==> src/rtl/pic_port_pkg.sv <==
package pic_port_pkg;
    localparam int BYTE_W = 8;

    // command bit positions in address-0 writes
    localparam int B_SETUP   = 4;
    localparam int B_MODECMD = 3;
    localparam int B_POLL    = 2;
    localparam int B_RSEL_EN = 1;
    localparam int B_RSEL    = 0;
    localparam int B_SMSK_EN = 6;
    localparam int B_SMSK    = 5;
    localparam int B_NEED4   = 0;

    // mode word bit positions
    localparam int B_NEST    = 4;
    localparam int B_AEOI    = 1;

    typedef enum logic [1:0] {
        ST_IDLE = 2'd0,
        ST_BASE = 2'd1,
        ST_SKIP = 2'd2,
        ST_MODE = 2'd3
    } setup_st_e;
endpackage

==> src/rtl/pic_setup_seq.sv <==
module pic_setup_seq
    import pic_port_pkg::*;
#(
    parameter int LANES = 8
) (
    input  logic              clk,
    input  logic              rst_n,
    input  logic              wr_stb,
    input  logic              addr,
    input  logic [BYTE_W-1:0] wdata,
    output logic [BYTE_W-1:0] vec_base,
    output logic              auto_eoi,
    output logic              spec_nested,
    output logic [LANES-1:0]  mask,
    output logic              setup_start
);
    localparam int IDX_W = $clog2(LANES);
    localparam logic [BYTE_W-1:0] BASE_KEEP = 8'hFF << IDX_W;

    typedef struct packed {
        setup_st_e          st;
        logic               need4;
        logic [BYTE_W-1:0]  base;
        logic               aeoi;
        logic               nest;
        logic [LANES-1:0]   msk;
    } seq_t;

    seq_t seq_d, seq_q;

    always_comb begin
        seq_d       = seq_q;
        setup_start = 1'b0;
        if (wr_stb && !addr && wdata[B_SETUP]) begin
            setup_start  = 1'b1;
            seq_d.st     = ST_BASE;
            seq_d.need4  = wdata[B_NEED4];
            seq_d.base   = '0;
            seq_d.aeoi   = 1'b0;
            seq_d.nest   = 1'b0;
            seq_d.msk    = '0;
        end else if (wr_stb && addr) begin
            case (seq_q.st)
                ST_IDLE: seq_d.msk = wdata[LANES-1:0];
                ST_BASE: begin
                    seq_d.base = wdata & BASE_KEEP;
                    seq_d.st   = ST_SKIP;
                end
                ST_SKIP: seq_d.st = seq_q.need4 ? ST_MODE : ST_IDLE;
                ST_MODE: begin
                    seq_d.nest = wdata[B_NEST];
                    seq_d.aeoi = wdata[B_AEOI];
                    seq_d.st   = ST_IDLE;
                end
                default: seq_d.st = ST_IDLE;
            endcase
        end
    end

    always_ff @(posedge clk) begin
        if (!rst_n) begin
            seq_q.st    <= ST_IDLE;
            seq_q.need4 <= 1'b0;
            seq_q.base  <= '0;
            seq_q.aeoi  <= 1'b0;
            seq_q.nest  <= 1'b0;
            seq_q.msk   <= '0;
        end else begin
            seq_q <= seq_d;
        end
    end

    assign vec_base    = seq_q.base;
    assign auto_eoi    = seq_q.aeoi;
    assign spec_nested = seq_q.nest;
    assign mask        = seq_q.msk;


    setup_clear_chk: assert property (@(posedge clk) disable iff (!rst_n)
        (wr_stb && !addr && wdata[B_SETUP]) |=>
            (mask == '0 && vec_base == '0 && !auto_eoi && !spec_nested && seq_q.st == ST_BASE));


    base_step_chk: assert property (@(posedge clk) disable iff (!rst_n)
        (seq_q.st == ST_BASE && wr_stb && addr) |=> (seq_q.st == ST_SKIP));


    mask_hold_chk: assert property (@(posedge clk) disable iff (!rst_n)
        (seq_q.st != ST_IDLE && wr_stb && addr) |=> $stable(mask));
endmodule

==> src/rtl/pic_cmd_decode.sv <==
module pic_cmd_decode
    import pic_port_pkg::*;
(
    input  logic              clk,
    input  logic              rst_n,
    input  logic              wr_stb,
    input  logic              rd_stb,
    input  logic              addr,
    input  logic [BYTE_W-1:0] wdata,
    output logic              read_sel,
    output logic              poll_armed,
    output logic              spec_mask,
    output logic              eoi_stb,
    output logic [BYTE_W-1:0] eoi_data
);
    typedef struct packed {
        logic rsel;
        logic poll;
        logic smsk;
    } cmd_t;

    cmd_t cmd_d, cmd_q;
    logic arm_now;

    always_comb begin
        cmd_d   = cmd_q;
        eoi_stb = 1'b0;
        arm_now = 1'b0;
        if (rd_stb && cmd_q.poll)
            cmd_d.poll = 1'b0;
        if (wr_stb && !addr) begin
            if (wdata[B_SETUP]) begin
                cmd_d = '0;
            end else if (wdata[B_MODECMD]) begin
                if (wdata[B_POLL]) begin
                    cmd_d.poll = 1'b1;
                    arm_now    = 1'b1;
                end
                if (wdata[B_RSEL_EN]) cmd_d.rsel = wdata[B_RSEL];
                if (wdata[B_SMSK_EN]) cmd_d.smsk = wdata[B_SMSK];
            end else begin
                eoi_stb = 1'b1;
            end
        end
    end

    always_ff @(posedge clk) begin
        if (!rst_n) cmd_q <= '0;
        else        cmd_q <= cmd_d;
    end

    assign read_sel   = cmd_q.rsel;
    assign poll_armed = cmd_q.poll;
    assign spec_mask  = cmd_q.smsk;
    assign eoi_data   = wdata;


    eoi_keep_chk: assert property (@(posedge clk) disable iff (!rst_n)
        eoi_stb |=> ($stable(read_sel) && $stable(spec_mask)));


    poll_once_chk: assert property (@(posedge clk) disable iff (!rst_n)
        (rd_stb && poll_armed && !arm_now) |=> !poll_armed);
endmodule

==> src/rtl/pic_read_mux.sv <==
module pic_read_mux
    import pic_port_pkg::*;
#(
    parameter int LANES = 8,
    parameter int IDX_W = 3
) (
    input  logic              rd_stb,
    input  logic              addr,
    input  logic              poll_armed,
    input  logic              read_sel,
    input  logic [LANES-1:0]  req_vec,
    input  logic [LANES-1:0]  isr_vec,
    input  logic [LANES-1:0]  mask,
    input  logic              win_valid,
    input  logic [IDX_W-1:0]  win_idx,
    output logic [BYTE_W-1:0] rdata,
    output logic              poll_ack,
    output logic [IDX_W-1:0]  poll_ack_idx
);
    localparam logic [BYTE_W-1:0] NONE_CODE = 8'd7;

    always_comb begin
        rdata = '0;
        if (poll_armed) begin
            if (win_valid) rdata[IDX_W-1:0] = win_idx;
            else           rdata = NONE_CODE;
        end else if (addr) begin
            rdata[LANES-1:0] = mask;
        end else if (read_sel) begin
            rdata[LANES-1:0] = isr_vec;
        end else begin
            rdata[LANES-1:0] = req_vec;
        end
    end

    assign poll_ack     = rd_stb && poll_armed && win_valid;
    assign poll_ack_idx = win_idx;
endmodule

==> src/rtl/pic_reg_port.sv <==
module pic_reg_port
    import pic_port_pkg::*;
#(
    parameter int LANES = 8,
    parameter int IDX_W = $clog2(LANES)
) (
    input  logic              clk,
    input  logic              rst_n,
    input  logic              wr_stb,
    input  logic              rd_stb,
    input  logic              addr,
    input  logic [7:0]        wdata,
    output logic [7:0]        rdata,
    input  logic [LANES-1:0]  req_vec,
    input  logic [LANES-1:0]  isr_vec,
    input  logic              win_valid,
    input  logic [IDX_W-1:0]  win_idx,
    output logic [7:0]        vec_base,
    output logic              auto_eoi,
    output logic              spec_nested,
    output logic [LANES-1:0]  mask,
    output logic              spec_mask,
    output logic              setup_start,
    output logic              eoi_stb,
    output logic [7:0]        eoi_data,
    output logic              poll_ack,
    output logic [IDX_W-1:0]  poll_ack_idx
);
    logic read_sel;
    logic poll_armed;

    pic_setup_seq #(.LANES(LANES)) u_seq (
        .clk(clk), .rst_n(rst_n), .wr_stb(wr_stb), .addr(addr), .wdata(wdata),
        .vec_base(vec_base), .auto_eoi(auto_eoi), .spec_nested(spec_nested),
        .mask(mask), .setup_start(setup_start)
    );

    pic_cmd_decode u_cmd (
        .clk(clk), .rst_n(rst_n), .wr_stb(wr_stb), .rd_stb(rd_stb), .addr(addr),
        .wdata(wdata), .read_sel(read_sel), .poll_armed(poll_armed),
        .spec_mask(spec_mask), .eoi_stb(eoi_stb), .eoi_data(eoi_data)
    );

    pic_read_mux #(.LANES(LANES), .IDX_W(IDX_W)) u_rd (
        .rd_stb(rd_stb), .addr(addr), .poll_armed(poll_armed), .read_sel(read_sel),
        .req_vec(req_vec), .isr_vec(isr_vec), .mask(mask), .win_valid(win_valid),
        .win_idx(win_idx), .rdata(rdata), .poll_ack(poll_ack),
        .poll_ack_idx(poll_ack_idx)
    );


    poll_empty_chk: assert property (@(posedge clk) disable iff (!rst_n)
        (rd_stb && poll_armed && !win_valid) |-> (rdata == 8'd7 && !poll_ack));


    mask_read_chk: assert property (@(posedge clk) disable iff (!rst_n)
        (rd_stb && !poll_armed && addr) |-> (rdata[LANES-1:0] == mask));
endmodule

==> config.mk <==
export PLATFORM = sky130hd
export DESIGN_NAME = pic_reg_port
export DESIGN_NICKNAME = d
export VERILOG_FILES = /design/src/rtl/pic_port_pkg.sv /design/src/rtl/pic_setup_seq.sv /design/src/rtl/pic_cmd_decode.sv /design/src/rtl/pic_read_mux.sv /design/src/rtl/pic_reg_port.sv
export SDC_FILE = /design/constraint.sdc
export NUM_CORES = 1
export LEC_CHECK = 0
export ABC_AREA = 1
export BUFFER_PORTS_ARGS = -buffer_cell sky130_fd_sc_hd__buf_4
export CAP_MARGIN = 20
export CORE_ASPECT_RATIO = 1.1
export CORE_MARGIN = 2
export CORE_UTILIZATION = 44
export DETAILED_ROUTE_END_ITERATION = 10
export PLACE_DENSITY_LB_ADDON = 0.25
export SLEW_MARGIN = 20
export SYNTH_ARGS = -nofsm -noshare
export SYNTH_HDL_FRONTEND = slang
export SYNTH_SLANG_ARGS = --single-unit
==> constraint.sdc <==
create_clock -name clk -period 1.29 [get_ports clk]
set_input_delay 0.0645 -clock clk [delete_from_list [all_inputs] [get_ports clk]]
set_output_delay 0.0645 -clock clk [all_outputs]
set_load 0.03 [all_outputs]
### Word-level counts from Yosys, hierarchy flattened

Cells that the tools add are included.

* equal/unequal tests: 3
* bitwise operators: 1
* mux-type cells: 19
* reductions and logical operators: 21

Operators by type and width (count)
* 2-to-1 mux 8 bit: 3
* 2-to-1 mux 1 bit: 10
* AND reduction 2 bit: 5
* 2-to-1 mux 3 bit: 3
* nonzero test 2 bit: 4
* case mux 2 bit (3 select lines): 1
* AND reduction 3 bit: 2
* logical AND 1 bit: 5
* == test 2 bit (second input constant): 2
* 2-to-1 mux 2 bit: 2
* nonzero test 4 bit: 1
* nonzero test 3 bit: 1
* == test 2 x 1 -> 1 bit (second input constant): 1
* zero test 2 bit: 1
* OR reduction 2 bit: 1
* zero test 1 bit: 1
* inverter 1 bit: 1

* output and inout port bits: 41
* register bits after elaboration: 21

### Logic depth before layout (Yosys ltp)

* word-level depth: 6
* gate-level depth with buffers: 7
* mapped depth without buffers: 7

### Hierarchy

Synthesis repeated with hierarchy kept, for this count alone.

* cells, all modules: 237
* area total of the unflattened synthesis: 1576.5 µm²

By module, submodules not included
* pic_setup_seq: seq. area each 360.3 µm², area each 1019.7 µm², cells an instance 135, instances 1
* pic_read_mux: seq. area each 0.0 µm², area each 324.1 µm², cells an instance 68, instances 1
* pic_cmd_decode: seq. area each 60.1 µm², area each 232.7 µm², cells an instance 34, instances 1

### Worst setup path before layout

Ideal clock, no wire load.

* kind: reg-to-output
* start: register u_cmd.cmd_q, in the netlist u_cmd.read_sel
* end: output port rdata[1]
* setup slack: 0.016 ns
* buffers on the path: 1
* cell stages (with the launch flop): 7
* data arrival time: 1.209 ns
* cells stage by stage: dfxtp_1 -> buf_2 -> inv_1 -> nand2_1 -> nand2_1 -> nand2_1 -> a21oi_1

* longest elaborated chain between the ends: 3

RTL lines
* start, declared: RTL line pic_cmd_decode.sv:22 `cmd_t cmd_d, cmd_q;`
* start signal, assigned: RTL line pic_cmd_decode.sv:49 `else cmd_q <= cmd_d;`
* 2-to-1 mux 8 bit: RTL line pic_read_mux.sv:29 `end else if (read_sel) begin`
* 2-to-1 mux 8 bit: RTL line pic_read_mux.sv:27 `end else if (addr) begin`
* 2-to-1 mux 8 bit: RTL line pic_read_mux.sv:24 `if (poll_armed) begin`
* end, declared: RTL line pic_reg_port.sv:13 `output logic [7:0] rdata,`

Every way passes these cells.

### Worst setup path after layout

* start: register u_cmd.cmd_q, in the netlist u_cmd.read_sel
* end: output port rdata[5]

Same word-level chain as after synthesis.

==> impl_metrics.tcl <==
set metrics [dict create \
    outcome "complete, but fails checks" \
    violations "setup timing" \
    finalCritPeriodShare 1.091 \
    ys_seq_area_frac 0.3066 \
    grt_pass1_wl_um 5395 \
    rsz0062_at_grt "true" \
    drc 0 \
    ys_ff_latch 21 \
    cts_tree "yes" \
    end_kind "output port" \
    clkPwrFrac 0.206 \
    r2r_slack_ns 0.19 \
    drive_gt1_frac 0.3676 \
    final_util 0.5988 \
    synthCells 205 \
    slowest_delay_ns 0.41 \
    maxCapViolCount 0 \
    finalPower_mw 1.517 \
    core_mm2 0.003022 \
    synth.distinct_cells 23 \
    start_util 0.4538 \
    hp-start "rd_stb" \
    criticalPathCategory "reg -> out" \
    r2r_cells 4 \
    seq_power_share 0.456 \
    p_int_mw 1.004 \
    fin_skew_ns 0.003695 \
    cts_buffer_depth 2 \
    grt_max_degree 16 \
    cts.htree.levels 1 \
    crit_arrival_ns 1.34 \
    num_vias 1394 \
    die_y_um 62.55 \
    cts_sinks 21 \
    worst-path-max-fanout 8 \
    clkTransAtPathRegs_ns 0.11 \
    hold_class "in -> reg" \
    syn2layout_area_growth_pct 31.93 \
    path_cells "clkinvlp_4, nand2_1, nand3_1, o211ai_1, inv_1, buf_6" \
    grt_pass1_vias 1230 \
    period_minus_slack_ns 1.407 \
    detail-route-antenna-nets 0 \
    first_iter_violations 53 \
    yosysWarnings 0 \
    wl_um 3231 \
    syn-mean-instance-area_um2 6.689 \
    fmax_mhz 710.9 \
    cp_slowest_cell "dfxtp_4" \
    start_kind "flop" \
    nNetsFinal 287 \
    cts_root_buf "clkbuf_4" \
    grtUsageTotal 0.1820 \
    crit_required_ns 1.23 \
    io_pins 74 \
    finalSetupViolCount 8 \
    ir_drop_v 0.0005518 \
    static-leakage-power_nw 0.8799 \
    fin_ws_ns -0.1168 \
    r2r_end "u_seq.mask[2]" \
    vias_per_cell 4.857 \
    cp_num_buf_inv 3 \
    routabilityCongestion 0.8315 \
    holdPathEnd "u_cmd.poll_armed" \
    antenna_found_initial 0 \
    die_area_mm2 0.003580 \
    drt-pass1-iter-count 4 \
    regToRegStartpoint "u_seq.seq_q[20]" \
    hold_viol_final 0 \
    drv_slew 0 \
    die_w_um 57.23 \
    power_switching_mw 0.5128 \
    power_frac_comb 0.338 \
    worstSkewPairLatency_ns 0.30 \
    overflow 0 \
    hpwlAfterDp_um 2572 \
    cts-buffers-inserted 3 \
    syn_area_mm2 0.001371 \
    antenna_cells 0 \
    wire_per_inst_um 11.26 \
    io_buffers 70 \
    rows 21 \
    cp_top_family "flip-flops" \
    powerDensity_mw_per_mm2 838.4 \
    holdPathStages 4 \
    switching_share 0.3381 \
]
==> registers in the layout (all words and copies together) (netlist names) <==
register / count
u_seq.auto_eoi: 1
u_cmd.read_sel: 1
u_seq.mask: 8
u_seq.vec_base: 5
u_cmd.spec_mask: 1
u_cmd.poll_armed: 1
u_seq.seq_q: 3
u_seq.spec_nested: 1
==> power groups by stage <==
stage,registers (mW),logic (mW),clock network [mW]
after global placement,0.705,0.485,0
after CTS,0.691,0.507,0.319
after global routing,0.696,0.553,0.355
after floorplan,0.699,0.340,0
final,0.692,0.513,0.312
after detailed placement,0.706,0.486,0
==> worst reg2reg max path, stage by stage, from the launching register on <==
cell,delay (ns)
dfxtp_1,0.50
nor2_4,0.10
nand2_1,0.22
nand2_1,0.08
a21oi_1,0.14
==> metal layers <==
metal / part of all wire / wire (µm) / track usage
met1: 0.45 / 1466 / 0.2484
met2: 0.46 / 1486 / 0.2960
met3: 0.082 / 266 / 0.03106
met4: 0.0037 / 12 / 0.04651
met5: 0 / 0 / 0
==> logic make-up (layout without fill, tap and decap cells) <==
family / Yosys count / after routing / share of synthesized area
other: 1 / 3 / 0.002735
AO/OA/AOI/OAI: 31 / 31 / 0.1268
AND/OR/NAND/NOR: 100 / 100 / 0.3266
flip-flops: 21 / 21 / 0.3066
buffers and inverters: 52 / 98 / 0.2372
==> Yosys cell counts, drive strengths merged <==
library cell,n,area [µm²]
buf,33,254.0
conb,1,3.750
nand2,42,167.7
inv,19,71.31
nor2,31,126.4
a21oi,19,98.85
or2,1,6.260
o211ai,5,37.54
nand3,19,95.09
o21a,1,7.510
nand4,5,31.28
dfxtp,21,420.4
o21ai,6,30.03
nor3,2,21.27
==> placed cells by master (no fill, tap or decap), types with 2 or more instances in the layout <==
| master | count |
|---|---|
| nor2_4 | 2 |
| a21oi_1 | 18 |
| o21ai_0 | 4 |
| conb_1 | 3 |
| dfxtp_2 | 2 |
| nand3_1 | 18 |
| buf_4 | 68 |
| o21ai_1 | 2 |
| buf_6 | 6 |
| nand2_1 | 38 |
| nand2_2 | 3 |
| o211ai_1 | 5 |
| inv_1 | 17 |
| clkbuf_4 | 3 |
| dfxtp_1 | 18 |
| nor2_1 | 28 |
| nand4_1 | 5 |
==> worst max path at each step <==
stage,from,end,cells past startpoint
final,u_cmd.read_sel,rdata[5],6
after global routing,u_cmd.read_sel,rdata[7],6
after CTS,u_cmd.read_sel,rdata[5],6
after detailed placement,u_cmd.read_sel,rdata[2],6
after global placement,u_seq.seq_q[19],u_seq.vec_base[3],4
after floorplan,u_cmd.read_sel,rdata[1],6
==> metrics by stage <==
step	worst slack (ns)	hold WS, ns	instances	instance area (µm²)	TNS, ns
floorplan	0.01628	0.1820	207	1379	0
global placement	0.1545	0.3191	281	1715	0
finish	-0.1168	0.02099	287	1809	-0.7650
detailed placement	0.1272	0.3189	281	1715	0
global route	-0.2261	0.02546	287	1809	-1.653
CTS	-0.1039	0.02423	287	1789	-0.7076
==> what timing repair did <==
item | CTS | global route
hold buffers | 1 | 0
setup endpoints to repair | 8 | 15
buffers inserted | 1 | 0
resized for setup | 11 | 7
endpoints found under the hold margin | 1 | 0
pin swaps | 6 | 7
==> area by class of cell <==
type	count	area, µm²
clock buffer	4	26.28
timing repair buffer	75	588.1
fill	288	1212
tap	34	42.54
inverter	19	75.07
sequential	21	426.7
multi-input combinational	134	650.6
No activity file was read; power rests on OpenSTA's default activity.
